## src/rtl/smu_pkg.sv

```systemverilog
package smu_pkg;

    localparam int BYTE_W = 8;

    typedef enum logic [2:0] {
        ST_IDLE = 3'd0,
        ST_MAR  = 3'd1,
        ST_MDR  = 3'd2,
        ST_DEC  = 3'd3,
        ST_XFER = 3'd4,
        ST_DONE = 3'd5
    } smu_state_e;

endpackage

```

## src/rtl/smu_seq.sv

```systemverilog
module smu_seq
    import smu_pkg::*;
(
    input  logic clk,
    input  logic rst_n,
    input  logic start,
    input  logic fs_sel,
    output logic ld_mar,
    output logic ld_mdr,
    output logic dec_en,
    output logic rd_xfer,
    output logic wr_xfer,
    output logic done
);

    smu_state_e state_q;
    smu_state_e state_d;
    logic       is_store_q;

    // state register, with the operation latched on acceptance
    always_ff @(posedge clk) begin
        if (!rst_n) begin
            state_q    <= ST_IDLE;
            is_store_q <= 1'b0;
        end else begin
            state_q <= state_d;
            if (state_q == ST_IDLE && start) begin
                is_store_q <= fs_sel;
            end
        end
    end

    // transitions
    always_comb begin
        state_d = state_q;
        unique case (state_q)
            ST_IDLE: if (start) state_d = ST_MAR;
            ST_MAR:  state_d = is_store_q ? ST_MDR : ST_DEC;
            ST_MDR:  state_d = ST_DEC;
            ST_DEC:  state_d = ST_XFER;
            ST_XFER: state_d = ST_DONE;
            ST_DONE: state_d = ST_IDLE;
            default: state_d = ST_IDLE;
        endcase
    end

    // step strobes
    always_comb begin
        ld_mar  = 1'b0;
        ld_mdr  = 1'b0;
        dec_en  = 1'b0;
        rd_xfer = 1'b0;
        wr_xfer = 1'b0;
        done    = 1'b0;
        unique case (state_q)
            ST_IDLE: ;
            ST_MAR:  ld_mar = 1'b1;
            ST_MDR:  ld_mdr = 1'b1;
            ST_DEC:  dec_en = 1'b1;
            ST_XFER: begin
                rd_xfer = !is_store_q;
                wr_xfer = is_store_q;
            end
            ST_DONE: done = 1'b1;
            default: ;
        endcase
    end

endmodule

```

## src/rtl/smu_regs.sv

```systemverilog
module smu_regs
    import smu_pkg::*;
#(
    parameter int ADDR_W = 4
) (
    input  logic              clk,
    input  logic              rst_n,
    input  logic              ld_mar,
    input  logic              ld_mdr,
    input  logic              rd_xfer,
    input  logic [ADDR_W-1:0] addr_in,
    input  logic [BYTE_W-1:0] data_in,
    input  logic [BYTE_W-1:0] rd_data,
    output logic [ADDR_W-1:0] mar,
    output logic [BYTE_W-1:0] mdr
);

    always_ff @(posedge clk) begin
        if (!rst_n) begin
            mar <= '0;
        end else if (ld_mar) begin
            mar <= addr_in;
        end
    end

    always_ff @(posedge clk) begin
        if (!rst_n) begin
            mdr <= '0;
        end else if (ld_mdr) begin
            mdr <= data_in;
        end else if (rd_xfer) begin
            mdr <= rd_data;
        end
    end

endmodule

```

## src/rtl/smu_cells.sv

```systemverilog
module smu_cells
    import smu_pkg::*;
#(
    parameter int ADDR_W = 4
) (
    input  logic                     clk,
    input  logic                     rst_n,
    input  logic                     dec_en,
    input  logic                     wr_xfer,
    input  logic [ADDR_W-1:0]        mar,
    input  logic [BYTE_W-1:0]        wr_data,
    output logic [BYTE_W-1:0]        rd_data,
    output logic [(1<<ADDR_W)-1:0]   row_sel
);

    localparam int NCELL = 1 << ADDR_W;

    logic [BYTE_W-1:0] cell_q [NCELL];

    for (genvar gi = 0; gi < NCELL; gi++) begin : g_row
        // registered one-hot decode of the MAR
        always_ff @(posedge clk) begin
            if (!rst_n) begin
                row_sel[gi] <= 1'b0;
            end else if (dec_en) begin
                row_sel[gi] <= (mar == ADDR_W'(gi));
            end
        end

        // storage cell, not cleared by reset
        always_ff @(posedge clk) begin
            if (wr_xfer && row_sel[gi]) begin
                cell_q[gi] <= wr_data;
            end
        end
    end

    // one-hot read mux
    always_comb begin
        rd_data = '0;
        for (int i = 0; i < NCELL; i++) begin
            if (row_sel[i]) begin
                rd_data = rd_data | cell_q[i];
            end
        end
    end

endmodule

```

## src/rtl/staged_mem_unit.sv

```systemverilog
module staged_mem_unit
    import smu_pkg::*;
#(
    parameter int ADDR_W = 4
) (
    input  logic              clk,
    input  logic              rst_n,
    input  logic              start,
    input  logic              fs_sel,
    input  logic [ADDR_W-1:0] addr_in,
    input  logic [7:0]        data_in,
    output logic              done,
    output logic [7:0]        mdr_out
);

    localparam int NCELL = 1 << ADDR_W;

    logic              ld_mar;
    logic              ld_mdr;
    logic              dec_en;
    logic              rd_xfer;
    logic              wr_xfer;
    logic [ADDR_W-1:0] mar;
    logic [BYTE_W-1:0] mdr;
    logic [BYTE_W-1:0] rd_data;
    logic [NCELL-1:0]  row_sel;

    smu_seq u_seq (
        .clk     (clk),
        .rst_n   (rst_n),
        .start   (start),
        .fs_sel  (fs_sel),
        .ld_mar  (ld_mar),
        .ld_mdr  (ld_mdr),
        .dec_en  (dec_en),
        .rd_xfer (rd_xfer),
        .wr_xfer (wr_xfer),
        .done    (done)
    );

    smu_regs #(.ADDR_W(ADDR_W)) u_regs (
        .clk     (clk),
        .rst_n   (rst_n),
        .ld_mar  (ld_mar),
        .ld_mdr  (ld_mdr),
        .rd_xfer (rd_xfer),
        .addr_in (addr_in),
        .data_in (data_in),
        .rd_data (rd_data),
        .mar     (mar),
        .mdr     (mdr)
    );

    smu_cells #(.ADDR_W(ADDR_W)) u_cells (
        .clk     (clk),
        .rst_n   (rst_n),
        .dec_en  (dec_en),
        .wr_xfer (wr_xfer),
        .mar     (mar),
        .wr_data (mdr),
        .rd_data (rd_data),
        .row_sel (row_sel)
    );

    assign mdr_out = mdr;

endmodule

```

## config.mk

```make
export PLATFORM = sky130hd
export DESIGN_NAME = staged_mem_unit
export DESIGN_NICKNAME = d
export VERILOG_FILES = /design/src/rtl/smu_pkg.sv /design/src/rtl/smu_seq.sv /design/src/rtl/smu_regs.sv /design/src/rtl/smu_cells.sv /design/src/rtl/staged_mem_unit.sv
export SDC_FILE = /design/constraint.sdc
export NUM_CORES = 1
export LEC_CHECK = 0
export ABC_AREA = 1
export CAP_MARGIN = 15
export CORE_MARGIN = 2
export CORE_UTILIZATION = 35
export DETAILED_ROUTE_END_ITERATION = 8
export HOLD_SLACK_MARGIN = 0.02
export REMOVE_ABC_BUFFERS = 1
export SLEW_MARGIN = 25
export SYNTH_ARGS = -nofsm -noshare
export SYNTH_HDL_FRONTEND = slang
export SYNTH_SLANG_ARGS = --single-unit
```

## constraint.sdc

```tcl
create_clock -name clk -period 2.5 [get_ports clk]
set_input_delay 0.75 -clock clk [delete_from_list [all_inputs] [get_ports clk]]
set_output_delay 0.75 -clock clk [all_outputs]
set_load 0.1 [all_outputs]
```

## After elaboration in Yosys (flattened, before gate mapping)

Memories as Yosys holds them, arrays and structs flattened.
Index checks and enable logic that the tools add are counted.

- Register bits: 32
- Bits of input ports: 16
- Logic and storage cells: 137
- Memories: 1
- RAM bits: 128

- Reduce and logical (&&, ||, !) cells: 21
- Bitwise operators: 15
- Equality and inequality tests: 21
- Multiplexer cells: 59

Memory list:

| name | words | width | read ports | clocked after memory_dff | write ports | line | RTL |
|---|---|---|---|---|---|---|---|
| u_cells.cell_q | 16 | 8 | 16 | 0 | 16 | smu_cells.sv:18 | `logic [BYTE_W-1:0] cell_q [NCELL];` |

Operators with widths:

| kind | number |
|---|---|
| $mux 8 | 18 |
| $or 8x8->8 | 15 |
| $mux 1 | 39 |
| $eq 4x4->1 const B | 8 |
| $logic_and 1x1->1 | 17 |
| $eq 4x3->1 const B | 4 |
| $pmux 3 s5 | 1 |
| $eq 4x2->1 const B | 2 |
| $eq 3x2->1 const B | 2 |
| $eq 3x3->1 const B | 2 |
| $eq 4x1->1 const B | 1 |
| $logic_not 4->1 | 1 |
| $eq 3x1->1 const B | 1 |
| $logic_not 3->1 | 1 |
| $mux 3 | 1 |
| $ne 2x2->1 const B | 1 |
| $reduce_bool 2->1 | 1 |
| $logic_not 1->1 | 1 |

## Logic depth before layout (Yosys ltp)

An unclocked memory read counts as a cell.

- Depth in word-level cells: 34
- Gate-level depth with buffers: 7
- Mapped depth without buffers: 6

## Modules after synthesis

A second synthesis with hierarchy kept.

- Cells, all modules: 652
- Area total of the unflattened synthesis: 6518.8 um2

By module, submodules not included:

| module | cells each | area each (um2) | times used | sequential area each (um2) |
|---|---|---|---|---|
| smu_cells | 541 | 5758.0 | 1 | 4164.0 |
| smu_regs | 78 | 548.0 | 1 | 240.2 |
| smu_seq | 33 | 212.7 | 1 | 80.1 |

## Least setup slack after synthesis

OpenSTA, ideal clock, no wires.

- Path type: reg2out
- From: register u_seq.state_q[2]
- To: output done
- Slack: -90 ps
- Stages on the path, launching flop included: 3
- Data required time: 1750 ps
- Buffers on the path: 0
- Data arrival time: 1840 ps
- Cell sequence: dfxtp_1 inv_1 nor2_1

- Cells in the longest elaborated chain, start to end: 2

Ends and longest elaborated chain:

| what | line | RTL |
|---|---|---|
| start: declaration | smu_seq.sv:16 | `smu_state_e state_q;` |
| start signal: assignment | smu_seq.sv:26 | `state_q <= state_d;` |
| $eq 3x3->1 | smu_seq.sv:55 | `unique case (state_q)` |
| $mux 1 | smu_seq.sv:55 |  |
| end: declaration | staged_mem_unit.sv:12 | `output logic done,` |

No other way between the ends.

## Worst setup path after layout

Same ends and word-level chain as after synthesis.

==> results.md <==
* Hold buffers post-CTS at 0
* Top cell family by delay on the critical path: flip-flops
* Reg2Reg Depth at 5
* Final hold slack at 551.0 ps
* Total stage count of the critical path at 3
* Synth Warn # at 0
* Switching power at 1.605 mW
* DIE AREA at 0.01912 mm^2
* Setup Buffers After CTS at 0
* Hold crit path type: reg -> reg
* Critical path's slowest cell: dfxtp_1
* Pin count of the biggest net entering global routing at 32
* Placement row count at 49
* Vias/cell at 4.700
* Critical R2R Capture: u_cells.cell_q[1][54]
* Outcome: finished clean
* Post-DR wirelength/cell at 16.70 um
* Drt pass-1 iters at 5
* Register area share after synthesis at 0.7107
* Antenna Nets Post-Route at 0
* Inserted Clock Buffers at 17
* Slew HR at 0.7526
* Fin crit share at 0.8924
* All-layer global routing usage at 0.1570
* Hpwl dp at 9.541 mm
* CP Buf/Inv Count at 2
* Clk_lat worst skew at 420 ps
* Crit path to: done
* Cell taking the most area after synthesis: edfxtp_1
* GRT overflow at 0
* Post-synth EDFFs at 128
* Root Buffer: clkbuf_16
* Primary FF master, synth: edfxtp_1
* Top cells by area, synth: edfxtp_1, nand2_1, dfxtp_1
* Clock-pin slew on the worst setup and hold paths at 60 ps
* Port buffer count at 24
* CTS sink cnt at 160
* Worst Tran Pin Value at 370.7 ps
* Critical Path Source: u_seq.state_q[2]
* IO Count at 25
* Peak supply drop at 457.9 uV
* Vias in the first global route at 4030
* Layout cells sized above 1 at 0.1076
* GP Congestion at 0.8188
* Unrepaired setup endpoints after global routing: false
* Wirelength, routed at 14.53 mm
* Most common cell after layout, fill and taps aside: nand2_1
* Startpoint Class: register
* Pwr/cell area at 826.3 mW/mm^2
* First-pass GRT wire length at 22.45 mm
* H-tree depth at 4
* FMAX at 448.2 MHz
* Synth cell types at 24
* CP Max Fanout at 5
* Antenna violations before repair at 0
* Drt first-iter violations at 295
* Synthesized area per cell at 10.86 um^2
* Residual DRC count at 0
* Netlist Area Pre-Place at 0.006310 mm^2
* Final WS setup at 269.1 ps
* Internal power at 4.637 mW
* Post-CTS sizing at 0
* Comb pwr share at 0.123
* Place WS at 648.1 ps
* FF+latch area at 0.004484 mm^2
* Core area at 0.01784 mm^2
* R2R Path Start: u_seq.state_q[0]
* Part of the power in registers at 0.498
* Worst-path cell chain: inv_1 -> nor2_1 -> buf_12
* Leak at 2.875 nW
* Clk buf depth at 2
* Filler instances at 1644
* Initial Util at 0.3537
* Clock power frac at 0.379
* Diodes inserted at 0
* Final setup viols at 0
* Area growth from synthesis to layout at 19.71%
* Async S/R FF share, synth at 0
* Min Tclk post-route at 2231 ps
* CP peak stage delay at 450 ps
* Clock Skew at 11.06 ps
* Fin. max-slew vios at 0
* Hold Fails Final Rpt at 0
* DIE HEIGHT at 138.3 um
* Synth Instances at 581
* Area of the multi-input gates at 0.001555 mm^2
* Critical path arrival at 1480 ps
* Max-cap viol count at 0
* Worst Setup Path Type: reg -> out
* Share of the synthesized area in the top cell type at 0.6092
* Nets at 644
* CTS tree: done
* WP data required at 1750 ps
* Die W at 138.3 um
* R2R setup slack at 970 ps
* Switching share of power at 0.2571
* Vias at 4089
* CP endpoint kind: output port
* Flops & latches, synth at 160
* Most frequent cells in the layout: nand2_1, edfxtp_1, nor2_1, inv_1, dfxtp_1
how the worst min path moves through the flow:
stage / slack, ps / depth (start not counted) / to / from
floorplan: 510 / 2 / u_seq.is_store_q / u_seq.is_store_q
global placement: 530 / 2 / u_regs.mar[1] / u_regs.mar[1]
detailed placement: 540 / 2 / u_regs.mar[2] / u_regs.mar[2]
CTS: 550 / 2 / u_regs.mar[2] / u_regs.mar[2]
global route: 580 / 2 / u_seq.is_store_q / u_seq.is_store_q
finish: 550 / 2 / u_regs.mar[1] / u_regs.mar[1]
sequential cells by signal, indices dropped and copies added (netlist names):
| register | cells |
|---|---|
| u_cells.cell_q | 128 |
| u_cells.row_sel | 16 |
| u_seq.state_q | 3 |
| u_regs.mar | 4 |
| u_regs.mdr | 8 |
| u_seq.is_store_q | 1 |
worst reg2reg max path, cell delays in order (launching register included):
cell and delay [ps]:
dfxtp_1 400, nor2_4 220, nand3_1 100, buf_4 220, nor2_1 110, buf_4 180
per-layer routing:
metal	vias up	global-route usage	share of wire
li1	2028	-	-
met4	0	0.06552	0.022
met5	-	0	0
met3	20	0.03152	0.055
met2	99	0.2577	0.49
met1	1942	0.2045	0.43
power by group through the flow:
stage	registers, mW	clock network [mW]	logic (mW)
final	3.11	2.36	0.770
after global routing	3.12	2.51	0.828
after CTS	3.11	2.40	0.771
after detailed placement	3.16	0	0.767
after global placement	3.16	0	0.749
after floorplan	3.30	0	0.267
cells by family after synthesis:
family / Yosys count / synth area share
AO/OA/AOI/OAI: 69 / 0.06663
flip-flops: 160 / 0.7107
buffers and inverters: 65 / 0.04283
AND/OR/NAND/NOR: 287 / 0.1799
synth_stat cells (2+ instances only):
cell type  count
nand2_1      212
edfxtp_1     128
nor2_1        57
inv_1         40
dfxtp_1       32
a21oi_1       24
o21ai_0       16
clkbuf_1      15
a211oi_1      13
nand3_1       12
o21bai_1       8
a31oi_1        6
a211oi_2       2
buf_1          2
buf_2          2
buf_4          2
buf_6          2
nand3_4        2
metrics by stage:
| step | TNS [ps] | cells | total power [mW] | util | instance area (um^2) |
|---|---|---|---|---|---|
| 2_1_floorplan | -90.03 | 558 | 3.567 | - | 6198 |
| 3_3_place_gp | 0 | 838 | 3.910 | 0.3934 | 7018 |
| 3_5_place_dp | 0 | 838 | 3.927 | 0.3934 | 7018 |
| 4_1_cts | 0 | 870 | 6.283 | 0.4234 | 7553 |
| 5_1_grt | 0 | 870 | 6.459 | 0.4234 | 7553 |
| 6_report | 0 | 870 | 6.241 | 0.4234 | 7553 |
final cells by class:
| class | count | area share |
|---|---|---|
| sequential | 160 | 0.5937 |
| multi-input combinational | 356 | 0.2059 |
| timing repair buffer | 51 | 0.07056 |
| clock buffer | 24 | 0.06245 |
| tap | 229 | 0.03793 |
| inverter | 42 | 0.02104 |
| clock inverter | 8 | 0.008448 |
(Power assumes the default switching activity.)
